## src/rtl/lptr_dir_pkg.sv

```systemverilog
package lptr_dir_pkg;

   typedef enum logic [2:0] {
      ST_IDLE,
      ST_EVAL,
      ST_RD_INV,
      ST_WR_SCAN,
      ST_WR_INV
   } dir_state_e;

   function automatic int unsigned idx_width(input int unsigned n);
      return (n > 1) ? $clog2(n) : 1;
   endfunction

endpackage

```

## src/rtl/lptr_dir_store.sv

```systemverilog
module lptr_dir_store #(
   parameter int unsigned NB  = 16,
   parameter int unsigned P   = 2,
   parameter int unsigned IDW = 3,
   parameter int unsigned VW  = 1,
   localparam int unsigned BW = lptr_dir_pkg::idx_width(NB)
) (
   input  logic                    clk,
   input  logic                    rst_n,
   input  logic [BW-1:0]           blk,
   input  logic                    wr_en,
   input  logic [P-1:0][IDW-1:0]   wr_ids,
   input  logic [P-1:0]            wr_vld,
   input  logic                    wr_excl,
   input  logic [VW-1:0]           wr_vic,
   output logic [P-1:0][IDW-1:0]   rd_ids,
   output logic [P-1:0]            rd_vld,
   output logic                    rd_excl,
   output logic [VW-1:0]           rd_vic
);

   logic [P-1:0][IDW-1:0] ids_q  [NB];
   logic [P-1:0]          vld_q  [NB];
   logic                  excl_q [NB];
   logic [VW-1:0]         vic_q  [NB];

   for (genvar b = 0; b < NB; b++) begin : g_entry
      always_ff @(posedge clk) begin
         if (!rst_n) begin
            ids_q[b]  <= '0;
            vld_q[b]  <= '0;
            excl_q[b] <= 1'b0;
            vic_q[b]  <= '0;
         end else if (wr_en && blk == BW'(b)) begin
            ids_q[b]  <= wr_ids;
            vld_q[b]  <= wr_vld;
            excl_q[b] <= wr_excl;
            vic_q[b]  <= wr_vic;
         end
      end
   end

   assign rd_ids  = ids_q[blk];
   assign rd_vld  = vld_q[blk];
   assign rd_excl = excl_q[blk];
   assign rd_vic  = vic_q[blk];

endmodule

```

## src/rtl/lptr_dir_match.sv

```systemverilog
module lptr_dir_match #(
   parameter int unsigned P   = 2,
   parameter int unsigned IDW = 3,
   parameter int unsigned VW  = 1
) (
   input  logic [P-1:0][IDW-1:0] ids,
   input  logic [P-1:0]          vld,
   input  logic [IDW-1:0]        req_id,
   output logic                  hit,
   output logic                  free_any,
   output logic [VW-1:0]         free_idx
);

   logic [P-1:0] hit_vec;

   for (genvar s = 0; s < P; s++) begin : g_slot
      assign hit_vec[s] = vld[s] && (ids[s] == req_id);
   end

   assign hit      = |hit_vec;
   assign free_any = ~&vld;

   always_comb begin
      free_idx = '0;
      for (int s = P - 1; s >= 0; s--) begin
         if (!vld[s]) free_idx = VW'(s);
      end
   end

endmodule

```

## src/rtl/lptr_directory.sv

```systemverilog
module lptr_directory #(
   parameter int unsigned NUM_CACHES = 8,
   parameter int unsigned PTRS       = 2,
   parameter int unsigned NUM_BLOCKS = 16,
   localparam int unsigned IDW = lptr_dir_pkg::idx_width(NUM_CACHES),
   localparam int unsigned BW  = lptr_dir_pkg::idx_width(NUM_BLOCKS)
) (
   input  logic           clk,
   input  logic           rst_n,
   input  logic           req_valid,
   output logic           req_ready,
   input  logic           req_write,
   input  logic [IDW-1:0] req_id,
   input  logic [BW-1:0]  req_blk,
   output logic           inv_valid,
   output logic [IDW-1:0] inv_id,
   input  logic           inv_ack,
   output logic           done
);
   import lptr_dir_pkg::*;

   localparam int unsigned VW = idx_width(PTRS);
   localparam logic [VW-1:0] VMAX = VW'(PTRS - 1);

   if (PTRS < 1 || PTRS > NUM_CACHES) begin : g_bad_ptrs
      $error("PTRS must lie between 1 and NUM_CACHES");
   end
   if (NUM_CACHES < 2) begin : g_bad_caches
      $error("NUM_CACHES must be at least 2");
   end
   if ((1 << BW) != NUM_BLOCKS) begin : g_bad_blocks
      $error("NUM_BLOCKS must be a power of two");
   end

   dir_state_e     state;
   logic           r_write;
   logic [IDW-1:0] r_id;
   logic [BW-1:0]  r_blk;
   logic [VW-1:0]  scan_idx;
   logic [IDW-1:0] inv_id_q;
   logic           done_q;

   logic [PTRS-1:0][IDW-1:0] rd_ids, n_ids;
   logic [PTRS-1:0]          rd_vld, n_vld;
   logic                     rd_excl, n_excl;
   logic [VW-1:0]            rd_vic, n_vic, vic_next;
   logic                     wr_en;
   logic                     hit, free_any;
   logic [VW-1:0]            free_idx;
   logic                     need_inv, last_slot;

   lptr_dir_store #(.NB(NUM_BLOCKS), .P(PTRS), .IDW(IDW), .VW(VW)) u_store (
      .clk     (clk),
      .rst_n   (rst_n),
      .blk     (r_blk),
      .wr_en   (wr_en),
      .wr_ids  (n_ids),
      .wr_vld  (n_vld),
      .wr_excl (n_excl),
      .wr_vic  (n_vic),
      .rd_ids  (rd_ids),
      .rd_vld  (rd_vld),
      .rd_excl (rd_excl),
      .rd_vic  (rd_vic)
   );

   lptr_dir_match #(.P(PTRS), .IDW(IDW), .VW(VW)) u_match (
      .ids      (rd_ids),
      .vld      (rd_vld),
      .req_id   (r_id),
      .hit      (hit),
      .free_any (free_any),
      .free_idx (free_idx)
   );

   assign vic_next  = (rd_vic == VMAX) ? '0 : rd_vic + 1'b1;
   assign need_inv  = rd_vld[scan_idx] && (rd_ids[scan_idx] != r_id);
   assign last_slot = (scan_idx == VMAX);

   // Next-entry computation
   always_comb begin
      wr_en  = 1'b0;
      n_ids  = rd_ids;
      n_vld  = rd_vld;
      n_excl = rd_excl;
      n_vic  = rd_vic;
      unique case (state)
         ST_EVAL: begin
            if (!r_write && !hit && free_any) begin
               wr_en            = 1'b1;
               n_ids[free_idx]  = r_id;
               n_vld[free_idx]  = 1'b1;
               n_excl           = 1'b0;
            end
         end
         ST_RD_INV: begin
            if (inv_ack) begin
               wr_en          = 1'b1;
               n_ids[rd_vic]  = r_id;
               n_vld[rd_vic]  = 1'b1;
               n_excl         = 1'b0;
               n_vic          = vic_next;
            end
         end
         ST_WR_SCAN, ST_WR_INV: begin
            if ((state == ST_WR_SCAN && !need_inv && last_slot) ||
                (state == ST_WR_INV && inv_ack && last_slot)) begin
               wr_en    = 1'b1;
               n_ids    = '0;
               n_ids[0] = r_id;
               n_vld    = '0;
               n_vld[0] = 1'b1;
               n_excl   = 1'b1;
            end
         end
         default: ;
      endcase
   end

   // Request sequencer
   always_ff @(posedge clk) begin
      if (!rst_n) begin
         state    <= ST_IDLE;
         r_write  <= 1'b0;
         r_id     <= '0;
         r_blk    <= '0;
         scan_idx <= '0;
         inv_id_q <= '0;
         done_q   <= 1'b0;
      end else begin
         done_q <= 1'b0;
         unique case (state)
            ST_IDLE: begin
               if (req_valid) begin
                  r_write <= req_write;
                  r_id    <= req_id;
                  r_blk   <= req_blk;
                  state   <= ST_EVAL;
               end
            end
            ST_EVAL: begin
               if (r_write) begin
                  scan_idx <= '0;
                  state    <= ST_WR_SCAN;
               end else if (hit || free_any) begin
                  done_q <= 1'b1;
                  state  <= ST_IDLE;
               end else begin
                  inv_id_q <= rd_ids[rd_vic];
                  state    <= ST_RD_INV;
               end
            end
            ST_RD_INV: begin
               if (inv_ack) begin
                  done_q <= 1'b1;
                  state  <= ST_IDLE;
               end
            end
            ST_WR_SCAN: begin
               if (need_inv) begin
                  inv_id_q <= rd_ids[scan_idx];
                  state    <= ST_WR_INV;
               end else if (last_slot) begin
                  done_q <= 1'b1;
                  state  <= ST_IDLE;
               end else begin
                  scan_idx <= scan_idx + 1'b1;
               end
            end
            ST_WR_INV: begin
               if (inv_ack) begin
                  if (last_slot) begin
                     done_q <= 1'b1;
                     state  <= ST_IDLE;
                  end else begin
                     scan_idx <= scan_idx + 1'b1;
                     state    <= ST_WR_SCAN;
                  end
               end
            end
            default: state <= ST_IDLE;
         endcase
      end
   end

   assign req_ready = (state == ST_IDLE);
   assign inv_valid = (state == ST_RD_INV) || (state == ST_WR_INV);
   assign inv_id    = inv_id_q;
   assign done      = done_q;

endmodule

```

## config.mk

```make
export PLATFORM = sky130hd
export DESIGN_NAME = lptr_directory
export DESIGN_NICKNAME = d
export VERILOG_FILES = /design/src/rtl/lptr_dir_pkg.sv /design/src/rtl/lptr_dir_store.sv /design/src/rtl/lptr_dir_match.sv /design/src/rtl/lptr_directory.sv
export SDC_FILE = /design/constraint.sdc
export NUM_CORES = 1
export LEC_CHECK = 0
export BUFFER_PORTS_ARGS = -buffer_cell sky130_fd_sc_hd__buf_2
export CAP_MARGIN = 10
export CORE_MARGIN = 3
export CORE_UTILIZATION = 45
export CTS_CLUSTER_SIZE = 28
export DETAILED_ROUTE_END_ITERATION = 10
export HOLD_SLACK_MARGIN = 0.12
export SETUP_SLACK_MARGIN = 0.5
export SYNTH_ARGS = -nofsm -noshare
export SYNTH_HDL_FRONTEND = slang
export SYNTH_HIERARCHICAL = 1
export SYNTH_SLANG_ARGS = --single-unit
```

## constraint.sdc

```tcl
create_clock -name clk -period 5.6 [get_ports clk]
set_clock_uncertainty 0.1 [all_clocks]
set_input_delay 0.56 -clock clk [delete_from_list [all_inputs] [get_ports clk]]
set_output_delay 0.56 -clock clk [all_outputs]
set_load 0.05 [all_outputs]
```

==> reports/qor.txt, run 1 <==
Cells on Worst Hold Path -> 3
Clock Tree Buf Depth -> 2
vias in the first global route -> 4,772
fraction of layout cells with a size suffix above 1 -> 17.0%
cts bufs inserted -> 17
PwrDens -> 359 nW/µm²
crit path cell chain -> buf_4, mux4_2, a22oi_1, nand2_1, xnor2_1, nand4_1, nand2_1, nor3b_1, nand2_1, a21oi_1, nand2b_1, nand2_1, nor4_4, and2_1
WHS -> 0.284 ns
r2r setup slk -> 0.94 ns
Util after Layout -> 51.2%
Peak supply drop -> 0.189 mV
Worst path most repeated cell -> nand2_1
Clk pwr share -> 35.8%
worst r2r src -> r_blk[0]
CP Data Required Time -> 5.78 ns
IO buf count -> 17
DIE AREA -> 19,400 µm²
clk slew on worst S/H paths -> 0.06 ns
worst hold path endpoint -> r_id[1]
min setup slack post-route -> 0.935 ns
Worst Setup Slack post-DPL -> 0.779 ns
row count -> 48
Register Area -> 4640 µm²
Starting Density -> 46.2%
RR Endpoint -> u_store/ids_q[3][4]
initial antenna violation count -> 0
Rel. slew slack -> 34.7%
CP Max Fanout -> 21
first drt pass iteration count -> 5
Post-Syn Area -> 8010 µm²
nets -> 619
crit-path max cell delay -> 0.60 ns
WL final -> 18.2 mm
Post-Syn Area per Cell -> 13.6 µm²
worst reg-to-reg path cell count -> 14
DR DRC count -> 0
cell family with most CP delay -> simple AND/OR/NAND/NOR gates
min-delay worst type -> in -> reg
Worst path depth -> 14
synth warn -> 6
setup bufs post-CTS -> 0
sw frac -> 29.3%
core area -> 17,400 µm²
Remaining Overflow, GRT -> 0
DPL Wire Length -> 12.2 mm
Setup TNS -> 0 ns
initial drt markers -> 520
CTS tree -> yes
Critical Path Start Type -> flip-flop
Die X -> 139 µm
root buffer cell -> clkbuf_16
Sink Count -> 160
pin count of the biggest net entering global routing -> 43
first-pass GRT wire length -> 28.5 mm
LEAKAGE -> 3.18 nW
Final Cycle Share -> 83.3%
Slew @ Worst Pin -> 0.975 ns
P_sw -> 936 µW
fmax -> 0.214 GHz
via density per instance -> 5.70
Max Cap Violations -> 0
Seq pwr share -> 44.6%
per-cell routed wire length -> 21.6 µm
Int Power -> 2.26 mW
Final Hold Viols -> 0
CP bufs+invs -> 1
Final min period -> 4.66 ns
Slowest-stage cell, CP -> dfxtp_4
Final setup viols -> 0
Layout Area Growth over Synthesis -> 10.9%
Syn Nets -> 601
hold wc startpoint -> req_id[1]
multi-input logic area -> 3140 µm²
max-slew violation count -> 0
I/O Pins -> 18
Worst setup EP type -> flip-flop
FILL cells -> 1,466
critical path class -> reg -> reg
CP arrival -> 4.85 ns
clk_lat worst skew -> 0.42 ns
H-tree Lvls -> 4
die height -> 139 µm
RSZ-0062 raised after global routing -> no
routed vias -> 4,813
status -> finished clean
gr usage total -> 19.5%
Comb pwr share -> 19.6%
antenna viol nets, final -> 0
Synth Instances -> 589
routability cong. -> 0.882
[layout by cell type, fill, tap and decap left out, drive strengths merged, types with 4 or more instances in the layout]
master and n:
and2 147, edfxtp 143, nand2 39, mux4 36, buf 36, o21ai 25, a22oi 18, clkbuf 18
dfxtp 17, nor2 17, xnor2 11, a21boi 10, mux2i 9, a21oi 8, clkinv 7, inv 6
nor2b 5, a31oi 5, nand3 5, nor4 5, nand2b 4, nand4 4
[sequential cells by signal, summed over array words and instances, names as in the netlist]
register / cells
u_store/vld_q: 32
r_write: 1
done: 1
state: 3
r_id: 3
u_store/vic_q: 16
inv_id: 3
r_blk: 4
u_store/ids_q: 96
last_slot: 1
[tightest hold or removal path, delay by kind of cell]
kind,cells,cell delay [ns]
buf+inv,1,0.09
compound gates,1,0.06
simple gates,1,0.04
[metrics by stage]
step / total power [mW] / std cells / cell area, µm²
floorplan: 1.87 / 589 / 8010
global placement: 2.06 / 813 / 8310
detailed placement: 2.07 / 813 / 8310
CTS: 3.21 / 844 / 8880
global route: 3.33 / 844 / 8880
finish: 3.19 / 845 / 8890
[how the worst max path moves through the flow]
stage,from,endpoint,slack [ns]
floorplan,r_blk[1],u_store/ids_q[10][0],1.68
finish,r_blk[0],u_store/ids_q[3][4],0.94
detailed placement,r_blk[0],u_store/ids_q[1][0],0.78
CTS,r_blk[0],u_store/ids_q[3][4],0.75
global route,r_blk[0],u_store/vld_q[6][1],0.68
global placement,r_blk[0],u_store/vic_q[3],0.89
[layer usage]
layer / routed length [µm] / vias to the layer above / global-route usage (%)
li1: - / 2229 / -
met1: 8110 / 2407 / 26.9
met2: 8580 / 148 / 30.7
met3: 1000 / 29 / 3.68
met4: 515 / 0 / 8.24
met5: 0 / - / 0
[final cells by class]
type	instances	share of cell area, %
Inverter	6	0.253
Multi-Input combinational cell	386	35.3
Tap cell	225	3.17
Sequential cell	160	52.2
Clock buffer	18	4.83
Timing Repair Buffer	36	2.56
Clock inverter	13	1.65
Antenna cell	1	0.0282
[timing repair]
item | in CTS | in global routing
gates resized for setup | 0 | 1
endpoints found under the setup margin | 0 | 59
hold buffers | 0 | 0
[power by group through the flow]
| stage | sequential [mW] | clock (mW) | combinational, mW |
|---|---|---|---|
| finish | 1.42 | 1.14 | 0.626 |
| global route | 1.43 | 1.22 | 0.674 |
| CTS | 1.42 | 1.16 | 0.628 |
| detailed placement | 1.45 | 0 | 0.626 |
| global placement | 1.45 | 0 | 0.615 |
| floorplan | 1.42 | 0 | 0.455 |
Note: power is estimated with default switching activity, not from simulation.
==> run 2, diff against run 1 <==
ABC_AREA = 1   (was default)
clock period = 4.25 ns   (was 5.6 ns; I/O delays follow)
==> reports/qor.txt, run 2 <==
cts bufs inserted -> 17
antenna viol nets, final -> 0
Rel. slew slack -> 46.4%
nets -> 1,091
Syn Nets -> 1,057
Final Hold Viols -> 0
Synth Instances -> 1,045
Clock Tree Buf Depth -> 2
DPL Wire Length -> 15.5 mm
root buffer cell -> clkbuf_16
DR DRC count -> 0
commonest cells after routing, fill and taps aside -> 459 x nand2_1, 173 x nor2_1, 143 x edfxtp_1
Util after Layout -> 53.4%
clk slew on worst S/H paths -> 0.06 ns
initial drt markers -> 734
max reg flops -> 96
WL final -> 24.7 mm
synth warn -> 6
Critical Path Start Type -> flip-flop
Final setup viols -> 0
routability cong. -> 0.928
H-tree Lvls -> 4
critical path class -> reg -> reg
Worst setup EP type -> flip-flop
status -> finished clean
WHS -> 0.160 ns
RSZ-0062 raised after global routing -> no
first-pass GRT wire length -> 36.4 mm
ant diodes -> 0
commonest non-fill, non-tap cell in the layout -> nand2_1
initial antenna violation count -> 0
CP arrival -> 3.61 ns
Final min period -> 3.55 ns
IO buf count -> 17
fmax -> 0.282 GHz
Post-Syn Area per Cell -> 8.00 µm²
LEAKAGE -> 4.28 nW
DIE AREA -> 20,200 µm²
first drt pass iteration count -> 6
CTS tree -> yes
row count -> 49
core area -> 18,100 µm²
Max Cap Violations -> 0
Layout Area Growth over Synthesis -> 15.6%
Post-Syn Area -> 8360 µm²
Peak supply drop -> 0.319 mV
I/O Pins -> 18
per-cell routed wire length -> 18.8 µm
clk_lat worst skew -> 0.43 ns
Remaining Overflow, GRT -> 0
CP Data Required Time -> 4.31 ns
routed vias -> 7,037
die height -> 142 µm
gr usage total -> 23.7%
PwrDens -> 534 nW/µm²
pin count of the biggest net entering global routing -> 74
Starting Density -> 46.2%
leading registers by flop count -> u_store/ids_q: 96 flops, u_store/vld_q: 32 flops, u_store/vic_q: 16 flops
CTS Hold Bufs -> 0
CP Max Fanout -> 18
Slew @ Worst Pin -> 0.804 ns
Biggest register -> u_store/ids_q
fraction of layout cells with a size suffix above 1 -> 12.7%
max-slew violation count -> 0
via density per instance -> 5.34
Final Total Pwr -> 5.15 mW
Die X -> 142 µm
min-delay worst type -> in -> reg
Setup TNS -> 0 ns
vias in the first global route -> 6,564
Sink Count -> 160
Final Cycle Share -> 83.6%
## run 2: cell types whose count changed in the layout (fill, tap and decap cells not counted), moves of 11 or more
cell | before | now
a21oi_1 | 8 | 19
nand2_1 | 39 | 459
mux4_2 | 24 | 0
nand3_1 | 5 | 28
buf_4 | 19 | 35
a22oi_1 | 18 | 0
nor2_1 | 13 | 173
inv_1 | 6 | 68
mux4_1 | 12 | 0
nand3_2 | 0 | 18
and2_1 | 147 | 0
## run 2: layer usage
metal  share of wire (%)  vias to the layer above  global-route usage [%]
li1                    -                     3375                       -
met1                  44                     3317                    34.5
met2                  46                      305                    36.8
met3                 7.1                       40                    3.56
met4                 2.1                        0                    7.47
met5                   0                        -                       0
## run 2: power by group
group	total [mW]	switching (mW)	internal, mW
registers	1.88	0.0673	1.81
logic	1.63	1.19	0.439
clock network	1.65	0.616	1.03
## run 2: what timing repair did
action | in CTS | in global routing
resized for setup | 1 | 20
gates cloned | 0 | 6
pin swaps | 0 | 1
setup buffers | 0 | 1
endpoints found under the setup margin | 17 | 287
## run 2: final timing paths
check / startpoint / endpoint / slack (ns) / depth (start not counted)
worst max-delay path: r_blk[0] / u_store/ids_q[8][2] / 0.70 / 24
worst min-delay path: req_write / r_write / 0.16 / 3
worst max register to register: r_blk[0] / u_store/ids_q[8][2] / 0.70 / 24
worst min register to register: inv_id[1] / inv_id[1] / 0.38 / 2
## run 2: final cells by class
type | instances | area [µm²]
Inverter | 77 | 298
Clock buffer | 18 | 429
Clock inverter | 12 | 193
Sequential cell | 160 | 4640
Multi-Input combinational cell | 759 | 3220
Tap cell | 229 | 287
Timing Repair Buffer | 64 | 598
Fill cell | 1720 | 8430
## run 2: stage by stage
step                      instance area, µm²  worst slack (ns)  instances
after global placement                  8850             0.521       1282
after global routing                    9660             0.499       1319
after CTS                               9470             0.554       1312
after detailed placement                8850             0.520       1282
after floorplan                         8360             0.602       1045
final                                   9660             0.698       1319
## run 2: critical path, cell delays in order, from the launching register on
cell and delay, ns:
dfxtp_4 0.38, inv_4 0.15, clkbuf_16 0.23, nand2_1 0.07
nand2_1 0.06, nand2_1 0.06, nand2_1 0.11, nand2_1 0.06
nand2_1 0.09, inv_1 0.05, nand2_1 0.14, inv_1 0.08
nor2_1 0.11, nor2_1 0.06, nand2_1 0.06, nand2_1 0.08
nor2_1 0.09, nand2_1 0.10, nor3_1 0.32, a31oi_4 0.11
nand4_1 0.12, nand2_1 0.08, inv_1 0.31, buf_12 0.20
nor2_1 0.05
==> run 3, diff against run 2 <==
clock period = 3.1 ns   (was 4.25 ns; I/O delays follow)
==> reports/qor.txt, run 3 (synthesis results as in run 2) <==
WL met3 -> 1.33 mm
I/O Pins -> 18
max reg flops -> 96
Clk pwr share -> 26.5%
Cells on Worst Hold Path -> 3
CP Max Fanout -> 11
highest routed layer -> met4
Rel. slew slack -> 40.3%
fmax -> 0.309 GHz
root buffer cell -> clkbuf_16
Biggest register -> u_store/ids_q
vias in the first global route -> 6,845
Metal-1 WL -> 11.0 mm
DPL Wire Length -> 15.2 mm
worst reg-to-reg path cell count -> 23
DIE AREA -> 20,200 µm²
per-cell routed wire length -> 17.7 µm
Util after Layout -> 61.3%
routability cong. -> 0.873
IO buf count -> 17
die height -> 142 µm
clk_lat worst skew -> 0.43 ns
Remaining Overflow, GRT -> 0
P_sw -> 2.86 mW
first-pass GRT wire length -> 37.0 mm
min setup slack post-route -> -0.139 ns
worst hold path endpoint -> r_blk[0]
Slew @ Worst Pin -> 0.894 ns
status -> finished, violations left
Clock Tree Buf Depth -> 2
gr usage total -> 24.1%
met2 wire len -> 11.9 mm
CP Data Required Time -> 3.15 ns
leading registers by flop count -> u_store/ids_q: 96 flops, u_store/vld_q: 32 flops, u_store/vic_q: 16 flops
LEAKAGE -> 4.80 nW
Int Power -> 4.75 mW
ant diodes -> 0
commonest non-fill, non-tap cell in the layout -> nand2_1
routed vias -> 7,239
CTS tree -> yes
initial drt markers -> 739
row count -> 49
hold wc startpoint -> req_valid
cts bufs inserted -> 17
Final min period -> 3.24 ns
Seq pwr share -> 33.9%
RR Endpoint -> u_store/ids_q[0][0]
nets -> 1,162
WHS -> 0.185 ns
Critical Path Start Type -> flip-flop
pin count of the biggest net entering global routing -> 37
sw frac -> 37.5%
initial antenna violation count -> 0
commonest cells after routing, fill and taps aside -> 435 x nand2_1, 167 x nor2_1, 143 x edfxtp_1
CP arrival -> 3.29 ns
core area -> 18,100 µm²
Final Hold Viols -> 0
Sink Count -> 160
violated checks -> negative setup slack
Final setup viols -> 253
fraction of layout cells with a size suffix above 1 -> 24.2%
H-tree Lvls -> 4
Final Cycle Share -> 104%
Worst setup EP type -> flip-flop
Max Cap Violations -> 0
antenna viol nets, final -> 0
Starting Density -> 46.2%
WL final -> 24.7 mm
Die X -> 142 µm
max-slew violation count -> 0
worst r2r src -> r_blk[0]
Peak supply drop -> 0.496 mV
r2r setup slk -> -0.14 ns
PwrDens -> 686 nW/µm²
DR DRC count -> 0
RSZ-0062 raised after global routing -> yes
min-delay worst type -> in -> reg
clk slew on worst S/H paths -> 0.06 ns
critical path class -> reg -> reg
Comb pwr share -> 39.6%
first drt pass iteration count -> 7
Layout Area Growth over Synthesis -> 32.6%
via density per instance -> 5.20
-- run 3: cell count changes in the layout (fill, tap and decap cells not counted), moves of 9 or more --
| cell | delta |
|---|---|
| buf_12 | +24 |
| buf_4 | +15 |
| buf_6 | +9 |
| dlygate4sd3_1 | +12 |
| inv_1 | -25 |
| inv_2 | +21 |
| nand2_1 | -24 |
| nand2_2 | +19 |
| nand3_4 | +14 |
| o21ai_0 | -18 |
| o21ai_4 | +16 |
-- run 3: what timing repair did --
item                                    CTS  global route
endpoints found under the setup margin  287           292
gates cloned                              5             9
hold endpoints to repair                  8             0
gates resized for setup                  40            48
hold buffers                             12             0
pin swaps                                 7            18
setup buffers                             5             6
-- run 3: per-layer routing --
layer	vias up	GRT usage [%]
met3	35	4.40
met5	-	0
li1	3546	-
met4	0	6.52
met1	3423	33.0
met2	235	39.8
-- run 3: worst max path at each step --
stage	start	end	slack (ns)	depth (start not counted)
detailed placement	r_blk[0]	u_store/vld_q[13][0]	-0.21	23
CTS	r_blk[0]	u_store/ids_q[5][1]	-0.08	28
finish	r_blk[0]	u_store/ids_q[0][0]	-0.14	23
global placement	r_blk[0]	u_store/vld_q[13][0]	-0.15	23
global route	r_blk[0]	u_store/ids_q[0][2]	-0.34	28
floorplan	r_blk[0]	u_store/ids_q[1][0]	0.07	24
-- run 3: critical path, stage by stage (launching register included) --
cell	delay, ns
dfxtp_4	0.39
buf_12	0.16
buf_4	0.13
clkbuf_16	0.16
nand2_1	0.06
nand2_1	0.06
nand2_1	0.05
nand2_1	0.07
nand2_1	0.07
nand2_1	0.06
inv_1	0.11
nand2_2	0.11
nand2_1	0.08
nor2_1	0.04
nand2_1	0.07
nand2_2	0.07
nor2_1	0.10
nand2_1	0.09
o21ai_2	0.18
inv_2	0.10
nor3_4	0.24
inv_4	0.11
o21ai_4	0.19
buf_12	0.14
-- run 3: cell type report --
type | instances | area [µm²]
Fill cell | 1566 | 7000
Clock buffer | 18 | 429
Timing Repair Buffer | 131 | 1580
Sequential cell | 160 | 4650
Tap cell | 229 | 287
Multi-Input combinational cell | 763 | 3700
Inverter | 77 | 314
Clock inverter | 14 | 133
-- run 3: power by group through the flow --
| stage | registers, mW | logic [mW] | clock network [mW] |
|---|---|---|---|
| 6_report | 2.58 | 3.01 | 2.02 |
| 4_1_cts | 2.57 | 2.70 | 2.05 |
| 2_1_floorplan | 2.61 | 1.49 | 0 |
| 3_5_place_dp | 2.62 | 2.53 | 0 |
| 5_1_grt | 2.59 | 3.21 | 2.14 |
| 3_3_place_gp | 2.61 | 2.53 | 0 |
-- run 3: metrics by stage --
stage | std cells | setup slack [ns] | area, µm² | power [mW] | setup TNS (ns)
2_1_floorplan | 1045 | 0.0669 | 8790 | 4.10 | 0
3_3_place_gp | 1323 | -0.150 | 9690 | 5.14 | -19.86
3_5_place_dp | 1323 | -0.209 | 9690 | 5.15 | -24.63
4_1_cts | 1377 | -0.0833 | 10700 | 7.32 | -5.17
5_1_grt | 1392 | -0.339 | 11100 | 7.94 | -79.02
6_report | 1392 | -0.139 | 11100 | 7.61 | -21.69
